--- src/rtl/grp_mem_pkg.sv ---
package grp_mem_pkg;
  typedef enum logic {
    OP_LD = 1'b0,
    OP_ST = 1'b1
  } mem_op_e;
endpackage

--- src/rtl/grp_fwd_select.sv ---
module grp_fwd_select
  import grp_mem_pkg::*;
#(
  parameter int NUM_SLOTS = 4,
  parameter int ADDR_W    = 16,
  parameter int DATA_W    = 32,
  parameter int IDX       = 0
) (
  input  logic [NUM_SLOTS-1:0]        en_i,
  input  logic [NUM_SLOTS-1:0]        is_store_i,
  input  logic [NUM_SLOTS*ADDR_W-1:0] addr_i,
  input  logic [NUM_SLOTS*DATA_W-1:0] data_i,
  output logic                        hit_o,
  output logic                        miss_o,
  output logic [DATA_W-1:0]           data_o
);
  logic              match;
  logic [DATA_W-1:0] fwd;
  logic              is_ld;

  // later matching store overrides earlier: serial order
  always_comb begin
    match = 1'b0;
    fwd   = '0;
    for (int j = 0; j < IDX; j++) begin
      if (en_i[j] && (mem_op_e'(is_store_i[j]) == OP_ST) &&
          (addr_i[j*ADDR_W +: ADDR_W] == addr_i[IDX*ADDR_W +: ADDR_W])) begin
        match = 1'b1;
        fwd   = data_i[j*DATA_W +: DATA_W];
      end
    end
  end

  assign is_ld  = en_i[IDX] && (mem_op_e'(is_store_i[IDX]) == OP_LD);
  assign hit_o  = is_ld && match;
  assign miss_o = is_ld && !match;
  assign data_o = hit_o ? fwd : '0;
endmodule

--- src/rtl/grp_store_prune.sv ---
module grp_store_prune
  import grp_mem_pkg::*;
#(
  parameter int NUM_SLOTS = 4,
  parameter int ADDR_W    = 16
) (
  input  logic [NUM_SLOTS-1:0]        en_i,
  input  logic [NUM_SLOTS-1:0]        is_store_i,
  input  logic [NUM_SLOTS*ADDR_W-1:0] addr_i,
  output logic [NUM_SLOTS-1:0]        keep_o
);
  for (genvar j = 0; j < NUM_SLOTS; j++) begin : g_slot
    logic keep;
    always_comb begin
      keep = en_i[j] && (mem_op_e'(is_store_i[j]) == OP_ST);
      for (int k = j + 1; k < NUM_SLOTS; k++) begin
        if (en_i[k] && (mem_op_e'(is_store_i[k]) == OP_ST) &&
            (addr_i[k*ADDR_W +: ADDR_W] == addr_i[j*ADDR_W +: ADDR_W]))
          keep = 1'b0;
      end
    end
    assign keep_o[j] = keep;
  end
endmodule

--- src/rtl/grp_mem_resolver.sv ---
module grp_mem_resolver
  import grp_mem_pkg::*;
#(
  parameter int NUM_SLOTS = 4,
  parameter int ADDR_W    = 16,
  parameter int DATA_W    = 32
) (
  input  logic                        clk_i,
  input  logic                        rst_ni,
  input  logic                        valid_i,
  input  logic [NUM_SLOTS-1:0]        slot_en_i,
  input  logic [NUM_SLOTS-1:0]        slot_is_store_i,
  input  logic [NUM_SLOTS*ADDR_W-1:0] slot_addr_i,
  input  logic [NUM_SLOTS*DATA_W-1:0] slot_data_i,
  output logic                        valid_o,
  output logic [NUM_SLOTS-1:0]        ld_hit_o,
  output logic [NUM_SLOTS-1:0]        ld_miss_o,
  output logic [NUM_SLOTS*DATA_W-1:0] ld_data_o,
  output logic [NUM_SLOTS-1:0]        commit_en_o,
  output logic [NUM_SLOTS*ADDR_W-1:0] commit_addr_o,
  output logic [NUM_SLOTS*DATA_W-1:0] commit_data_o
);
  localparam int AW_ALL = NUM_SLOTS * ADDR_W;
  localparam int DW_ALL = NUM_SLOTS * DATA_W;

  logic [NUM_SLOTS-1:0] hit_c, miss_c, keep_c;
  logic [DW_ALL-1:0]    data_c;

  for (genvar i = 0; i < NUM_SLOTS; i++) begin : g_ld
    grp_fwd_select #(
      .NUM_SLOTS(NUM_SLOTS), .ADDR_W(ADDR_W), .DATA_W(DATA_W), .IDX(i)
    ) u_fwd (
      .en_i      (slot_en_i),
      .is_store_i(slot_is_store_i),
      .addr_i    (slot_addr_i),
      .data_i    (slot_data_i),
      .hit_o     (hit_c[i]),
      .miss_o    (miss_c[i]),
      .data_o    (data_c[i*DATA_W +: DATA_W])
    );
  end

  grp_store_prune #(.NUM_SLOTS(NUM_SLOTS), .ADDR_W(ADDR_W)) u_prune (
    .en_i      (slot_en_i),
    .is_store_i(slot_is_store_i),
    .addr_i    (slot_addr_i),
    .keep_o    (keep_c)
  );

  always_ff @(posedge clk_i or negedge rst_ni) begin
    if (!rst_ni) begin
      valid_o       <= 1'b0;
      ld_hit_o      <= '0;
      ld_miss_o     <= '0;
      ld_data_o     <= '0;
      commit_en_o   <= '0;
      commit_addr_o <= '0;
      commit_data_o <= '0;
    end else begin
      valid_o     <= valid_i;
      ld_hit_o    <= valid_i ? hit_c  : '0;
      ld_miss_o   <= valid_i ? miss_c : '0;
      commit_en_o <= valid_i ? keep_c : '0;
      if (valid_i) begin
        ld_data_o     <= data_c;
        commit_addr_o <= slot_addr_i[AW_ALL-1:0];
        commit_data_o <= slot_data_i[DW_ALL-1:0];
      end
    end
  end


  p_valid_lat_r2: assert property (@(posedge clk_i) disable iff (!rst_ni)
    valid_o == $past(valid_i));
  p_idle_quiet_r2: assert property (@(posedge clk_i) disable iff (!rst_ni)
    !valid_o |-> (ld_hit_o == '0 && ld_miss_o == '0 && commit_en_o == '0));
  // flags mutually exclusive
  p_hit_miss_excl_r3: assert property (@(posedge clk_i) disable iff (!rst_ni)
    (ld_hit_o & ld_miss_o) == '0);

  for (genvar i = 0; i < NUM_SLOTS; i++) begin : g_chk
    p_load_flag_r4: assert property (@(posedge clk_i) disable iff (!rst_ni)
      $past(valid_i && slot_en_i[i] && !slot_is_store_i[i]) |-> (ld_hit_o[i] || ld_miss_o[i]));
    p_store_no_ld_r8: assert property (@(posedge clk_i) disable iff (!rst_ni)
      commit_en_o[i] |-> !(ld_hit_o[i] || ld_miss_o[i]));
    for (genvar k = i + 1; k < NUM_SLOTS; k++) begin : g_pair
      p_commit_unique_r6: assert property (@(posedge clk_i) disable iff (!rst_ni)
        (commit_en_o[i] && commit_en_o[k]) |->
        (commit_addr_o[i*ADDR_W +: ADDR_W] != commit_addr_o[k*ADDR_W +: ADDR_W]));
    end
  end
endmodule

--- config.mk ---
export PLATFORM = sky130hd
export DESIGN_NAME = grp_mem_resolver
export DESIGN_NICKNAME = d
export VERILOG_FILES = /design/src/rtl/grp_mem_pkg.sv /design/src/rtl/grp_fwd_select.sv /design/src/rtl/grp_store_prune.sv /design/src/rtl/grp_mem_resolver.sv
export SDC_FILE = /design/constraint.sdc
export NUM_CORES = 1
export LEC_CHECK = 0
export BUFFER_PORTS_ARGS = -buffer_cell sky130_fd_sc_hd__buf_2
export CORE_AREA = 2 2 207 209
export DETAILED_ROUTE_END_ITERATION = 8
export DIE_AREA = 0 0 209 211
export PLACE_DENSITY = 0.58
export SETUP_SLACK_MARGIN = 0.2
export SLEW_MARGIN = 10
export SYNTH_ARGS = -nofsm -noshare
export SYNTH_HDL_FRONTEND = slang
export SYNTH_SLANG_ARGS = --single-unit
--- constraint.sdc ---
create_clock -name clk_i -period 1.3 [get_ports clk_i]
set_input_delay 0.13 -clock clk_i [delete_from_list [all_inputs] [get_ports clk_i]]
set_output_delay 0.13 -clock clk_i [all_outputs]
set_load 0.005 [all_outputs]
Word-level counts from Yosys, hierarchy flattened

Index checks and enable logic that the tools add are counted.

Register bits after elaboration: 301
Latch bits: 0
Memory bits (writable): 0
Bits in read-only memories: 0
Input bits: 203
Output and inout port bits: 333
Word-level logic and storage cells: 76
Memories kept: 0

Add/sub/neg operators: 0
$mul: 0
Divide/modulo/power cells: 0
Magnitude comparators: 0
Equal/unequal tests: 12
Shift operators: 0
Muxes and demuxes: 24
Bitwise gates (word level): 4
Reductions and logical operators: 29

Operator list:

| cell              | number |
|---|---|
| 2-to-1 mux 32 bit | 9 |
| == test 16 bit    | 12 |
| logical AND 1 bit | 26 |
| 2-to-1 mux 1 bit  | 12 |
| 2-to-1 mux 4 bit  | 3 |
| NOT 1 bit         | 4 |
| logical NOT 1 bit | 3 |

Depth between registers and ports, before layout

Gate-level depths: netlist of the first run.

Depth in word-level cells: 8
Depth in mapped cells: 8
Depth with buffers taken out: 6

Modules after synthesis

A second synthesis of the first run with hierarchy kept.

Cells, all modules: 1271
Area, all modules: 18152.4 sq um

By module, submodules not included:

| module                          | times used | cells each | area an instance (sq um) | seq. area each (sq um) |
|---|---|---|---|---|
| grp_mem_resolver                | 1          | 702        | 13395.3                  | 8333.0 |
| grp_fwd_select at g_ld[3].u_fwd | 1          | 148        | 1530.2                   | 0.0 |
| grp_fwd_select at g_ld[2].u_fwd | 1          | 145        | 1148.6                   | 0.0 |
| grp_store_prune                 | 1          | 141        | 1116.1                   | 0.0 |
| grp_fwd_select at g_ld[1].u_fwd | 1          | 100        | 696.9                    | 0.0 |
| grp_fwd_select at g_ld[0].u_fwd | 1          | 35         | 265.3                    | 0.0 |

Least setup slack after synthesis of the first run

OpenSTA, ideal clock, no wires.

Kind: input to register
Start point: input port slot_addr_i[53]
End point: register ld_data_o[100]
Arrival time: 1.586 ns
Data required time: 1.208 ns
Slack: -0.378 ns
Cell stages on the path: 7
Buffers on the path: 1
Path through: xnor2_1 -> nand4_1 -> nor4_4 -> nand2_2 -> a31o_4 -> buf_6 -> o31ai_2

Longest elaborated chain between the ends: 7
Elaborated cells on any way between the ends: 14

RTL lines:

| element                        | line                   | text |
|---|---|---|
| from (decl)                    | grp_mem_resolver.sv:13 | `input logic [NUM_SLOTS*ADDR_W-1:0] slot_addr_i,` |
| == test 16 bit                 | grp_fwd_select.sv:27   | `(addr_i[j*ADDR_W +: ADDR_W] == addr_i[IDX*ADDR_W +: ADDR_W])) begin` |
| logical AND 1 bit              | grp_fwd_select.sv:26   | `if (en_i[j] && (mem_op_e'(is_store_i[j]) == OP_ST) &&` |
| 2-to-1 mux 1 bit (3 in series) | grp_fwd_select.sv:26   |  |
| logical AND 1 bit              | grp_fwd_select.sv:35   | `assign hit_o = is_ld && match;` |
| 2-to-1 mux 32 bit (*)          | grp_fwd_select.sv:37   | `assign data_o = hit_o ? fwd : '0;` |
| to (signal assigned)           | grp_mem_resolver.sv:65 | `ld_data_o <= data_c;` |
| to (decl)                      | grp_mem_resolver.sv:18 | `output logic [NUM_SLOTS*DATA_W-1:0] ld_data_o,` |

Mark *: on every way between the ends. The rest lies on a longest branch, timed or not.
A chain may end at the register's enable or synchronous reset.

Worst setup path in the final report of the first run

Start point: input port slot_addr_i[49]
End point: register ld_data_o[99]

Same word-level chain as after synthesis.

==> flow_summary.rst, run 1 <==
.. list-table::
   :header-rows: 1

   * - Metric
     - Value
   * - Yosys Warn Count
     - 0
   * - Layout area overhead
     - 72.7%
   * - Violated checks
     - setup timing
   * - Highest routing layer actually used
     - met5
   * - Cell-by-cell listing of the critical path
     - buf_8 -> xor2_1 -> nor4_1 -> buf_4 -> nand4_1 -> or2_4 -> a31o_4 -> buf_12 -> o31ai_2
   * - Synthesized instance count
     - 1101
   * - Post-detailed-route wirelength per cell
     - between 20 and 25 um
   * - Clock latency at the later pin of the worst-skew pair
     - approximately 530 ps
   * - Crit start category
     - input pin
   * - Setup slack after placement
     - -901 ps
   * - GRT Overall Usage
     - 0.230
   * - Iteration-0 DRC count of the detailed router
     - between 700 and 800
   * - Count of buffer and inverter cells on the critical path
     - 3
   * - Sequential share of power
     - 0.420
   * - Average cell area after synthesis
     - ~12 um2
   * - Cell taking the most area after synthesis
     - sky130_fd_sc_hd__dfrtp_1
   * - Power per Cell Area
     - just over 1000 nW/um2
   * - Hold/Removal Path Class
     - input pin to flip-flop
   * - Crit path time final
     - between 1500 and 2000 ps
   * - Arrival time of data at the critical path endpoint
     - 2040 ps
   * - Count of buffers from port buffering
     - ~500
   * - Share of cells above drive strength 1
     - 0.571
   * - Sum of met3 wire segment lengths after detailed routing
     - about 2900 um
   * - Post-Route Skew
     - 0 ps
   * - Final count of negative-setup-slack endpoints
     - 99
   * - Max-cap violation count
     - 0
   * - Routed vias
     - 12387
   * - Global-route wire length before repair
     - between 70000 and 80000 um
   * - Post-route DRC violation count
     - 0
   * - Routability-driven placement congestion ratio
     - 0.926
   * - Die footprint
     - 44100 um2
   * - Pin count of the biggest net entering global routing
     - between 40 and 50
   * - Leakage power summed over all cells
     - roughly 0.011 uW
   * - Starting utilization of the core area
     - 0.326
   * - #FFs+latches synth
     - 300
   * - Die extent in y
     - between 200 and 250 um
   * - Detail Placement HPWL
     - approximately 36000 um
   * - Area share of the largest cell type after synthesis
     - 0.551
   * - Unrepaired setup endpoints after global routing
     - yes
   * - Int Pwr
     - 18300 uW
   * - Count of endpoints failing hold in the final timing report
     - 0
   * - Total number of H-tree levels
     - 2
   * - Post-layout power
     - 24400 uW
   * - Maximum clock path buffer count
     - 3
   * - Crit path capture type
     - flip-flop
   * - First-pass iteration count of the detailed router
     - 4
   * - CP Data Required Time
     - 1740 ps
   * - Core occupancy in the finished layout
     - 0.564
   * - Root Driver
     - sky130_fd_sc_hd__clkbuf_16
   * - GR Overflow Total
     - 0
   * - Number of antenna violations at the first check in global routing
     - 5
   * - Number of vias per cell
     - roughly 4.8
   * - Share of power burned in combinational logic
     - 0.173
   * - Fmax achieved
     - between 0.6 and 0.7 GHz
   * - Portion of the post-synthesis area used by sequential elements
     - 0.551
   * - Final Hold Slack
     - about 44 ps
   * - Clock network fraction of design power
     - 0.407
   * - Total core area
     - ~42000 um2
   * - Wire length on met1
     - between 20000 and 25000 um
   * - Peak supply drop
     - between 0.0008 and 0.0009 V
   * - Fin worst setup slack
     - -303 ps
   * - Cell with the largest stage delay on the worst path
     - sky130_fd_sc_hd__nor4_1
   * - ANT nets after route
     - 0
   * - Metal2 WL
     - 26100 um
   * - Number of filler cells placed in the layout
     - between 3000 and 4000
   * - Cell area after synthesis
     - 13600 um2
   * - Number of global-route vias before repair
     - roughly 13000
   * - Final period util
     - 1.23
   * - Num CTS Buffers
     - 36
   * - Switching power share of the total
     - 0.252
   * - Number of rows created at floorplan
     - 75
   * - Post-synthesis cell type count
     - 37
   * - Kind of cell adding the most delay to the critical path
     - simple AND/OR/NAND/NOR gates
   * - DIE WIDTH
     - roughly 210 um
   * - Largest fanout on the critical path
     - 8
   * - Longest individual stage delay on the worst path
     - ~340 ps
   * - Sink count of the clock tree
     - 300
   * - Top-level I/O count
     - 536
   * - Total number of nets in the final design
     - between 2000 and 2500
   * - Synth area leaders
     - sky130_fd_sc_hd__dfrtp_1 55%, sky130_fd_sc_hd__mux2_2 16%, sky130_fd_sc_hd__xor2_1 4.1%
   * - TritonCTS clock tree
     - built
   * - Outcome
     - finished, violations left
   * - NetSw
     - ~6100 uW
   * - Max Transition Viols Final
     - 0
   * - Clock slew at the register clock pins of the worst setup and hold paths
     - ~60 ps
   * - WL final
     - ~53000 um
   * - Type of the worst setup path
     - input pin to flip-flop
-- power groups by stage --
stage / Sequential [uW] / Clock [uW] / Combinational, uW
floorplan: 10500 / 0 / 1270
detailed placement: 10400 / 0 / 3270
CTS: 10300 / 10200 / 4010
finish: 10300 / 9950 / 4220
global route: 10300 / 10600 / 4520
global placement: 10400 / 0 / 3250
-- cell usage in the layout, fill, tap and decap left out, types with 5 or more instances in the layout --
master,netlist,final
sky130_fd_sc_hd__nand2_4,0,14
sky130_fd_sc_hd__nand2_1,37,6
sky130_fd_sc_hd__o21ai_1,10,18
sky130_fd_sc_hd__dlygate4sd3_1,0,195
sky130_fd_sc_hd__nand2_2,1,17
sky130_fd_sc_hd__dfrtp_1,300,300
sky130_fd_sc_hd__buf_4,36,198
sky130_fd_sc_hd__o22ai_1,34,12
sky130_fd_sc_hd__o31ai_2,29,12
sky130_fd_sc_hd__nor2_1,39,35
sky130_fd_sc_hd__o21ai_2,0,14
sky130_fd_sc_hd__o22ai_2,0,18
sky130_fd_sc_hd__and3_1,34,33
sky130_fd_sc_hd__xor2_1,64,61
sky130_fd_sc_hd__clkbuf_1,51,10
sky130_fd_sc_hd__xnor2_1,32,20
sky130_fd_sc_hd__buf_2,5,465
sky130_fd_sc_hd__buf_6,3,50
sky130_fd_sc_hd__a211oi_2,0,21
sky130_fd_sc_hd__clkbuf_16,0,40
sky130_fd_sc_hd__buf_12,0,39
sky130_fd_sc_hd__a211oi_1,32,9
sky130_fd_sc_hd__xnor2_2,0,12
sky130_fd_sc_hd__clkinv_2,0,5
sky130_fd_sc_hd__nand4_1,12,12
sky130_fd_sc_hd__o31ai_4,0,20
sky130_fd_sc_hd__nor4_1,16,12
sky130_fd_sc_hd__inv_1,66,64
sky130_fd_sc_hd__mux2_2,192,192
sky130_fd_sc_hd__clkbuf_8,0,6
sky130_fd_sc_hd__buf_16,0,9
sky130_fd_sc_hd__buf_8,0,5
sky130_fd_sc_hd__conb_1,1,33
sky130_fd_sc_hd__nand2b_1,33,32
sky130_fd_sc_hd__mux2i_1,32,25
sky130_fd_sc_hd__nor4_2,1,5
-- logic make-up (layout without fill, tap and decap cells) --
logic type	after synthesis	count (layout)	synth area share
buffers and inverters	162	1092	0.0566
xor gates and xnor gates	96	96	0.0617
muxes	224	224	0.182
other	1	37	0.000275
DFF	300	300	0.551
AOI/OAI and AO/OA	134	135	0.0763
and+or+nand+nor	184	184	0.0722
-- routing by layer --
metal / global-route usage / vias to the layer above
met5: 0 / -
met4: 0.0835 / 2
met3: 0.0467 / 104
met2: 0.391 / 435
met1: 0.290 / 6182
li1: - / 5664
-- metrics by stage --
step,setup TNS [ps],cell area [um2],std cells
4_1_cts,-16790,22400,2549
6_report,-19780,23500,2607
5_1_grt,-26800,23500,2607
3_3_place_gp,-80040,17900,2217
2_1_floorplan,-18540,14100,1133
3_5_place_dp,-79980,17900,2217
-- final timing paths --
kind,endpoint,slack (ps),cells past startpoint,startpoint
min,ld_miss_o[1]$_DFF_PN0_,40,4,slot_is_store_i[1]
max in group asynchronous,commit_data_o[107]$_DFFE_PN0P_,520,3,rst_ni
min in group asynchronous,commit_data_o[125]$_DFFE_PN0P_,110,2,rst_ni
min reg2reg,ld_data_o[106]$_DFFE_PN0P_,490,2,ld_data_o[106]$_DFFE_PN0P_
max,ld_data_o[99]$_DFFE_PN0P_,-300,9,slot_addr_i[49]
max reg2reg,commit_data_o[93]$_DFFE_PN0P_,280,3,commit_data_o[93]$_DFFE_PN0P_
-- cells in the mapped netlist --
cell type and number:
sky130_fd_sc_hd__and3_1 34, sky130_fd_sc_hd__nor3_1 1, sky130_fd_sc_hd__or2_1 1, sky130_fd_sc_hd__nand2_2 1, sky130_fd_sc_hd__mux2i_1 32, sky130_fd_sc_hd__a211oi_1 32
sky130_fd_sc_hd__a31o_4 1, sky130_fd_sc_hd__o21ai_1 10, sky130_fd_sc_hd__o31ai_2 29, sky130_fd_sc_hd__and3b_1 1, sky130_fd_sc_hd__clkbuf_1 51, sky130_fd_sc_hd__buf_4 36
sky130_fd_sc_hd__a311oi_1 1, sky130_fd_sc_hd__dfrtp_1 300, sky130_fd_sc_hd__a31oi_1 1, sky130_fd_sc_hd__xor2_1 64, sky130_fd_sc_hd__nand3_1 3, sky130_fd_sc_hd__and2_1 1
sky130_fd_sc_hd__o2111ai_1 1, sky130_fd_sc_hd__o21ai_0 22, sky130_fd_sc_hd__nand3b_1 3, sky130_fd_sc_hd__nand4_1 12, sky130_fd_sc_hd__xnor2_1 32, sky130_fd_sc_hd__nor4_1 16
sky130_fd_sc_hd__nand2_1 37, sky130_fd_sc_hd__buf_1 1, sky130_fd_sc_hd__o31ai_1 3, sky130_fd_sc_hd__inv_1 66, sky130_fd_sc_hd__mux2_2 192, sky130_fd_sc_hd__conb_1 1
sky130_fd_sc_hd__nor4_4 1, sky130_fd_sc_hd__buf_2 5, sky130_fd_sc_hd__buf_6 3, sky130_fd_sc_hd__nor2_1 39, sky130_fd_sc_hd__nand2b_1 33, sky130_fd_sc_hd__o22ai_1 34
sky130_fd_sc_hd__nor4_2 1
-- sequential cells by signal, indices dropped and copies added, names as in the netlist --
name / count
valid_o: 1
ld_data_o: 96
ld_miss_o: 4
commit_en_o: 4
commit_addr_o: 64
commit_data_o: 128
ld_hit_o: 3
-- area by class of cell --
cell class,count,area [um2],share of cell area
inverter,66,248,0.0105
clock buffer,53,1050,0.0444
multi-input combinational,672,6450,0.274
sequential,300,7510,0.319
timing repair buffer,964,7510,0.319
tap,539,674,0.0286
antenna,4,10.0,0.000425
clock inverter,9,101,0.00430
-- repair_timing --
action | 4_1_cts | 5_1_grt
resized for setup | 133 | 141
hold buffers | 195 | 0
setup endpoints to repair | 404 | 404
pin swaps | 32 | 16
buffers inserted | 66 | 51
gates cloned | 9 | 3
hold endpoints to repair | 584 | 0
-- worst register-to-register path, stage by stage (launching register included) --
cell and delay, ps:
sky130_fd_sc_hd__dfrtp_1 380, sky130_fd_sc_hd__buf_4 140, sky130_fd_sc_hd__buf_4 120, sky130_fd_sc_hd__mux2_2 270
Note: power is estimated with default switching activity, not from simulation.
==> inputs of run 2 (changes only) <==
==> constraint.sdc (replaced) <==
create_clock -name clk_i -period 1.3 [get_ports clk_i]
set_input_delay 0.26 -clock clk_i [delete_from_list [all_inputs] [get_ports clk_i]]
set_output_delay 0.26 -clock clk_i [all_outputs]
set_load 0.005 [all_outputs]
==> flow_summary.rst, run 2 (synthesis gave the netlist of run 1 again) <==
.. list-table::
   :header-rows: 1

   * - Metric
     - Value
   * - Clock latency at the later pin of the worst-skew pair
     - 520 ps (about the same)
   * - Post-Route Skew
     - 0 ps (unchanged)
   * - Routability-driven placement congestion ratio
     - 0.849 (-8.3%)
   * - Global-route wire length before repair
     - 80700 um (+4.6%)
   * - Number of antenna violations at the first check in global routing
     - 7 (+2)
   * - Int Pwr
     - 19000 uW (+3.9%)
   * - Sequential share of power
     - 0.405 (-0.015)
   * - Type of the worst setup path
     - input pin to flip-flop
   * - Number of filler cells placed in the layout
     - 3317 (-4.6%)
   * - Num CTS Buffers
     - 36 (unchanged)
   * - Met2 routing resource usage after global routing
     - 0.406 (+0.0152)
   * - Final count of negative-setup-slack endpoints
     - 236 (+140%)
   * - Number of global-route vias before repair
     - 12918 (+0.98%)
   * - Largest fanout on the critical path
     - 8 (unchanged)
   * - Starting utilization of the core area
     - 0.326 (unchanged)
   * - Post-route DRC violation count
     - 0 (unchanged)
   * - Fmax achieved
     - 0.577 GHz (-7.5%)
   * - Die footprint
     - 44100 um2 (unchanged)
   * - Total placed cells including tap cells
     - 2228 (+0.50%)
   * - Most crowded layer after global routing
     - met2
   * - Crit start category
     - input pin
   * - Cell occurring most often along the worst timing path
     - sky130_fd_sc_hd__buf_4
   * - Final period util
     - 1.33 (+0.0998)
   * - Core occupancy in the finished layout
     - 0.588 (+0.0245)
   * - Unrepaired setup endpoints after global routing
     - yes
   * - Peak supply drop
     - 0.000803 V (-6.7%)
   * - Share of cells above drive strength 1
     - 0.639 (+0.0678)
   * - Cell with the largest stage delay on the worst path
     - sky130_fd_sc_hd__a31o_4
   * - Crit path capture type
     - flip-flop
   * - Total area of multi-input combinational cells
     - 7230 um2 (+12%)
   * - Clock network fraction of design power
     - 0.410 (+0.003)
   * - Max Transition Viols Final
     - 0 (unchanged)
   * - WL final
     - 56800 um (+6.4%)
   * - Count of buffers from port buffering
     - 502 (unchanged)
   * - Clock slew at the register clock pins of the worst setup and hold paths
     - 60 ps (about the same)
   * - Crit path time final
     - 1730 ps (+130 ps)
   * - GR Overflow Total
     - 0 (unchanged)
   * - Regs by FF count
     - commit_data_o x128, ld_data_o x96, commit_addr_o x64
   * - Layout area overhead
     - 80.2%
   * - TritonCTS clock tree
     - built
   * - Switching power share of the total
     - 0.251 (about the same)
   * - Die extent in y
     - 211 um (unchanged)
   * - Cell-by-cell listing of the critical path
     - buf_4 -> buf_6 -> xnor2_4 -> nand4_1 -> nor4_2 -> buf_4 -> nand3_4 -> a31o_4 -> buf_16 -> o31ai_4
   * - Max-cap violation count
     - 0 (unchanged)
   * - First-pass iteration count of the detailed router
     - 4 (unchanged)
   * - Final Hold Slack
     - 34.1 ps (-10.0 ps)
   * - Met3 track demand over resource in global routing
     - 0.0476 (+0.000892)
   * - NetSw
     - 6380 uW (+3.8%)
   * - Met1 demand-to-capacity share in global routing
     - 0.314 (+0.0234)
   * - Leading cell type in the layout, fill and taps excluded
     - sky130_fd_sc_hd__buf_2
   * - Fin worst setup slack
     - -432 ps (-130 ps)
   * - Number of flip-flops in the largest register
     - 128 (unchanged)
   * - GRT Overall Usage
     - 0.243 (+0.0130)
   * - Non-Filler Instances
     - 2607 (unchanged)
   * - Total number of H-tree levels
     - 2 (unchanged)
   * - Leading cell types in the layout, fill and taps excluded
     - 444 x sky130_fd_sc_hd__buf_2, 300 x sky130_fd_sc_hd__dfrtp_1, 258 x sky130_fd_sc_hd__buf_4, 114 x sky130_fd_sc_hd__dlygate4sd3_1, 105 x sky130_fd_sc_hd__mux2_2
   * - Maximum clock path buffer count
     - 3 (unchanged)
   * - Register with the highest flop count
     - commit_data_o
   * - CP Data Required Time
     - 1740 ps (about the same)
   * - Detail Placement HPWL
     - 36700 um (+2.9%)
   * - Pin count of the biggest net entering global routing
     - 50 (+2.0%)
   * - Top-level I/O count
     - 536 (unchanged)
   * - Violated checks
     - setup timing
   * - Hold/Removal Path Class
     - input pin to flip-flop
   * - Iteration-0 DRC count of the detailed router
     - 746 (+3.5%)
   * - Root Driver
     - sky130_fd_sc_hd__clkbuf_16
   * - Number of rows created at floorplan
     - 75 (unchanged)
   * - Post-detailed-route wirelength per cell
     - 21.8 um (+6.4%)
   * - Seq. cell area
     - 7510 um2 (unchanged)
   * - ANT nets after route
     - 0 (unchanged)
   * - Total number of nets in the final design
     - 2246 (+0.13%)
   * - Arrival time of data at the critical path endpoint
     - 2170 ps (+130 ps)
   * - Power per Cell Area
     - 1030 nW/um2 (-0.43%)
   * - DIE WIDTH
     - 209 um (unchanged)
   * - Leakage power summed over all cells
     - 0.0121 uW (+7.0%)
   * - Outcome
     - finished, violations left
   * - Longest individual stage delay on the worst path
     - 340 ps (about the same)
   * - Count of endpoints failing hold in the final timing report
     - 0 (unchanged)
   * - Sink count of the clock tree
     - 300 (unchanged)
   * - Routed vias
     - 12540 (+1.2%)
   * - Total core area
     - 41800 um2 (unchanged)
   * - Share of power burned in combinational logic
     - 0.185 (+0.012)
   * - Number of vias per cell
     - 4.81 (+1.2%)
-- run 2: cell types whose count changed in the layout (fill, tap and decap cells not counted), moves of 10 or more --
| cell | delta |
|---|---|
| sky130_fd_sc_hd__o22ai_1 | -11 |
| sky130_fd_sc_hd__mux2i_1 | -11 |
| sky130_fd_sc_hd__buf_4 | +60 |
| sky130_fd_sc_hd__buf_2 | -21 |
| sky130_fd_sc_hd__dlygate4sd3_1 | -81 |
| sky130_fd_sc_hd__o22ai_2 | +10 |
| sky130_fd_sc_hd__mux2_2 | -87 |
| sky130_fd_sc_hd__buf_6 | +32 |
| sky130_fd_sc_hd__mux2_4 | +87 |
| sky130_fd_sc_hd__xnor2_1 | -10 |
-- run 2: power groups by stage --
| stage | clock network, uW | registers (uW) | logic (uW) |
|---|---|---|---|
| floorplan | 0 | 10500 | 1550 |
| global placement | 0 | 10400 | 3490 |
| detailed placement | 0 | 10400 | 3520 |
| CTS | 10600 | 10300 | 4290 |
| global route | 11000 | 10300 | 4980 |
| finish | 10400 | 10300 | 4690 |
-- run 2: path summary, 6_finish.rpt --
check	startpoint	end	slack (ps)	cells past startpoint
min	slot_data_i[38]	commit_data_o[38]$_DFFE_PN0P_	30	2
max in group asynchronous	rst_ni	commit_addr_o[25]$_DFFE_PN0P_	450	3
max	slot_addr_i[62]	ld_data_o[107]$_DFFE_PN0P_	-430	10
max reg2reg	commit_data_o[65]$_DFFE_PN0P_	commit_data_o[65]$_DFFE_PN0P_	270	3
min in group asynchronous	rst_ni	commit_addr_o[47]$_DFFE_PN0P_	250	2
min reg2reg	commit_data_o[127]$_DFFE_PN0P_	commit_data_o[127]$_DFFE_PN0P_	500	1
-- run 2: metrics by stage --
| step | setup WS, ps | setup TNS (ps) | area [um2] | total power [uW] |
|---|---|---|---|---|
| 2_1_floorplan | -462 | -31100 | 14700 | 12000 |
| 3_3_place_gp | -1050 | -97640 | 18300 | 13900 |
| 3_5_place_dp | -1140 | -101920 | 18300 | 13900 |
| 4_1_cts | -414 | -44290 | 22900 | 25200 |
| 5_1_grt | -480 | -53680 | 24600 | 26300 |
| 6_report | -432 | -37020 | 24600 | 25400 |
-- run 2: repair_timing --
| item | 4_1_cts | 5_1_grt |
|---|---|---|
| pin swaps | 41 | 35 |
| resized for setup | 226 | 183 |
| endpoints found under the setup margin | 404 | 404 |
| endpoints found under the hold margin | 364 | 3 |
| hold buffers | 111 | 3 |
| gates cloned | 17 | 3 |
| buffers inserted | 105 | 77 |
-- run 2: worst max-delay path, delay by kind of cell --
kind                      cells  cell delay [ps]
xor gates and xnor gates      1              180
buffers and inverters         4              640
and+or+nand+nor               3              560
AOI/OAI and AO/OA             2              530
-- run 2: metal layers --
| layer | routed length, um | up-vias |
|---|---|---|
| met5 | 41 | - |
| met4 | 1750 | 6 |
| met3 | 3050 | 106 |
| met2 | 27900 | 401 |
| met1 | 24100 | 6356 |
| li1 | - | 5671 |
-- run 2: final cells by class --
type                    instances  area share
repair buffers                967       0.313
flip-flops and latches        300       0.306
multi-input cells             672       0.294
clock buffers                  50      0.0425
well taps                     539      0.0275
inverters                      66      0.0103
clock inverters                 9     0.00616
diodes                          4    0.000407
==> inputs of run 3 (changes only) <==
--- a/config.mk
+++ b/config.mk
@@ -9,7 +9,9 @@
 export CORE_AREA = 2 2 207 209
 export DETAILED_ROUTE_END_ITERATION = 8
 export DIE_AREA = 0 0 209 211
+export GPL_ROUTABILITY_DRIVEN = 0
 export PLACE_DENSITY = 0.58
+export RECOVER_POWER = 50
 export SETUP_SLACK_MARGIN = 0.2
 export SLEW_MARGIN = 10
 export SYNTH_ARGS = -nofsm -noshare
==> flow_summary.rst, run 3 (synthesis gave the netlist of run 1 again) <==
.. list-table::
   :header-rows: 1

   * - Metric
     - Value
   * - Outcome
     - finished, violations left
   * - Violated checks
     - setup timing
   * - Sink count of the clock tree
     - 300 (unchanged)
   * - ANT nets after route
     - 0 (unchanged)
   * - Max Transition Viols Final
     - 0 (unchanged)
   * - Top-level I/O count
     - 536 (unchanged)
   * - Leading cell type in the layout, fill and taps excluded
     - sky130_fd_sc_hd__buf_2
   * - Pin count of the biggest net entering global routing
     - 50 (unchanged)
   * - Crit path time final
     - 1730 ps (-0.994 ps)
   * - Die extent in y
     - 211 um (unchanged)
   * - Crit path capture type
     - flip-flop
   * - Longest individual stage delay on the worst path
     - 340 ps (about the same)
   * - Maximum clock path buffer count
     - 3 (unchanged)
   * - Total area of multi-input combinational cells
     - 7210 um2 (-0.26%)
   * - Cell with the largest stage delay on the worst path
     - sky130_fd_sc_hd__a31o_4
   * - GRT Overall Usage
     - 0.243 (unchanged)
   * - Clock slew at the register clock pins of the worst setup and hold paths
     - 60 ps (about the same)
   * - Largest fanout on the critical path
     - 8 (unchanged)
   * - TritonCTS clock tree
     - built
   * - WL final
     - 56900 um (about the same)
   * - Number of flip-flops in the largest register
     - 128 (unchanged)
   * - Post-detailed-route wirelength per cell
     - 21.8 um (about the same)
   * - Transition at the pin with the smallest max-transition slack
     - around 760 ps
   * - Count of endpoints failing hold in the final timing report
     - 0 (unchanged)
   * - Type of the worst setup path
     - input pin to flip-flop
   * - Share of cells above drive strength 1
     - 0.630 (-0.00872)
   * - Root Driver
     - sky130_fd_sc_hd__clkbuf_16
   * - Number of antenna violations at the first check in global routing
     - 7 (unchanged)
   * - Post-route DRC violation count
     - 0 (unchanged)
   * - First-pass iteration count of the detailed router
     - 4 (unchanged)
   * - Fmax achieved
     - 0.578 GHz (about the same)
   * - Starting utilization of the core area
     - 0.326 (unchanged)
   * - DIE WIDTH
     - 209 um (unchanged)
   * - Total core area
     - 41800 um2 (unchanged)
   * - Slew headroom
     - 0.492
   * - CP Data Required Time
     - 1740 ps (about the same)
   * - Count of buffer and inverter cells on the critical path
     - 4 (unchanged)
   * - Post-Route Skew
     - 0 ps (unchanged)
   * - Max-cap violation count
     - 0 (unchanged)
   * - Count of buffers from port buffering
     - 502 (unchanged)
   * - Number of filler cells placed in the layout
     - 3370 (+1.6%)
   * - Global-route wire length before repair
     - 80700 um (unchanged)
   * - Kind of cell adding the most delay to the critical path
     - buffers and inverters
   * - Number of rows created at floorplan
     - 75 (unchanged)
   * - Num CTS Buffers
     - 36 (unchanged)
   * - Fin worst setup slack
     - -431 ps (+0.994 ps)
   * - Post-layout power
     - 25300 uW (-0.45%)
   * - Number of vias per cell
     - 4.80 (-0.27%)
   * - Crit start category
     - input pin
   * - Setup slack after placement
     - -1140 ps (unchanged)
   * - Final count of negative-setup-slack endpoints
     - 347 (+47%)
   * - Register with the highest flop count
     - commit_data_o
   * - Peak supply drop
     - 0.000802 V (about the same)
   * - Iteration-0 DRC count of the detailed router
     - 739 (-0.94%)
   * - Power per Cell Area
     - 1040 nW/um2 (+0.56%)
   * - Detail Placement HPWL
     - 36700 um (unchanged)
   * - Routed vias
     - 12506 (-0.27%)
   * - Leakage power summed over all cells
     - 0.0120 uW (-1.1%)
   * - Cell-by-cell listing of the critical path
     - buf_4 -> buf_6 -> xnor2_4 -> nand4_1 -> nor4_2 -> buf_4 -> nand3_4 -> a31o_4 -> buf_16 -> o31ai_4
   * - Hold/Removal Path Class
     - input pin to flip-flop
   * - Seq. cell area
     - 7510 um2 (unchanged)
   * - Arrival time of data at the critical path endpoint
     - 2170 ps (about the same)
   * - Clock latency at the later pin of the worst-skew pair
     - 520 ps (about the same)
   * - GR Overflow Total
     - 0 (unchanged)
   * - Leading cell types in the layout, fill and taps excluded
     - 444 x sky130_fd_sc_hd__buf_2, 300 x sky130_fd_sc_hd__dfrtp_1, 241 x sky130_fd_sc_hd__buf_4, 114 x sky130_fd_sc_hd__dlygate4sd3_1, 105 x sky130_fd_sc_hd__mux2_2
   * - Unrepaired setup endpoints after global routing
     - yes
   * - Cell occurring most often along the worst timing path
     - sky130_fd_sc_hd__buf_4
   * - Total number of nets in the final design
     - 2246 (unchanged)
   * - Die footprint
     - 44100 um2 (unchanged)
   * - Total number of H-tree levels
     - 2 (unchanged)
   * - Layout area overhead
     - 78.4%
   * - Regs by FF count
     - commit_data_o x128, ld_data_o x96, commit_addr_o x64
   * - Number of global-route vias before repair
     - 12918 (unchanged)
   * - Final period util
     - 1.33 (about the same)
==> run 3: final cells by class <==
class                      instances  area share
tap                              539      0.0277
sequential                       300       0.309
timing repair buffer             967       0.307
clock inverter                     9     0.00622
clock buffer                      50      0.0430
antenna                            4    0.000412
multi-input combinational        672       0.297
inverter                          66      0.0104
==> run 3: repair_timing <==
item,in CTS,in global routing
pin swaps,41,35
setup endpoints to repair,404,404
hold buffers,111,3
resized for setup,226,183
gates cloned,17,3
endpoints found under the hold margin,364,3
buffers inserted,105,77
==> run 3: stage by stage <==
step            util  TNS, ps  area [um2]  hold WS, ps  instances
6_report       0.582   -55180       24300         19.3       2607
5_1_grt        0.582   -81130       24300         6.97       2605
4_1_cts        0.549   -44290       22900       0.0630       2520
3_5_place_dp   0.438  -101920       18300          199       2228
3_3_place_gp   0.438   -97640       18300          192       2228
2_1_floorplan      -   -31100       14700        -35.6       1133
==> run 3: layer usage <==
metal  vias to the layer above  GRT usage  part of all wire
met5                         -          0           0.00070
met3                        97     0.0476             0.056
met4                         6     0.0879             0.028
met2                       400      0.406              0.49
met1                      6329      0.314              0.42
li1                       5674          -                 -
==> run 3: worst paths after layout <==
check | startpoint | to | cells past startpoint | slack, ps
max in group asynchronous | rst_ni | commit_data_o[99]$_DFFE_PN0P_ | 3 | 90
min in group asynchronous | rst_ni | commit_addr_o[47]$_DFFE_PN0P_ | 2 | 350
max | slot_addr_i[62] | ld_data_o[107]$_DFFE_PN0P_ | 10 | -430
min | slot_data_i[38] | commit_data_o[38]$_DFFE_PN0P_ | 2 | 20
min reg2reg | commit_data_o[38]$_DFFE_PN0P_ | commit_data_o[38]$_DFFE_PN0P_ | 1 | 480
max reg2reg | commit_data_o[65]$_DFFE_PN0P_ | commit_data_o[65]$_DFFE_PN0P_ | 3 | 270
==> run 3: where the power goes <==
| group | total, uW | switching (uW) | internal (uW) | leakage, uW |
|---|---|---|---|---|
| Combinational | 4590 | 1990 | 2590 | 0.00766 |
| Clock | 10400 | 4040 | 6380 | 0.000586 |
| Sequential | 10300 | 325 | 9950 | 0.00375 |
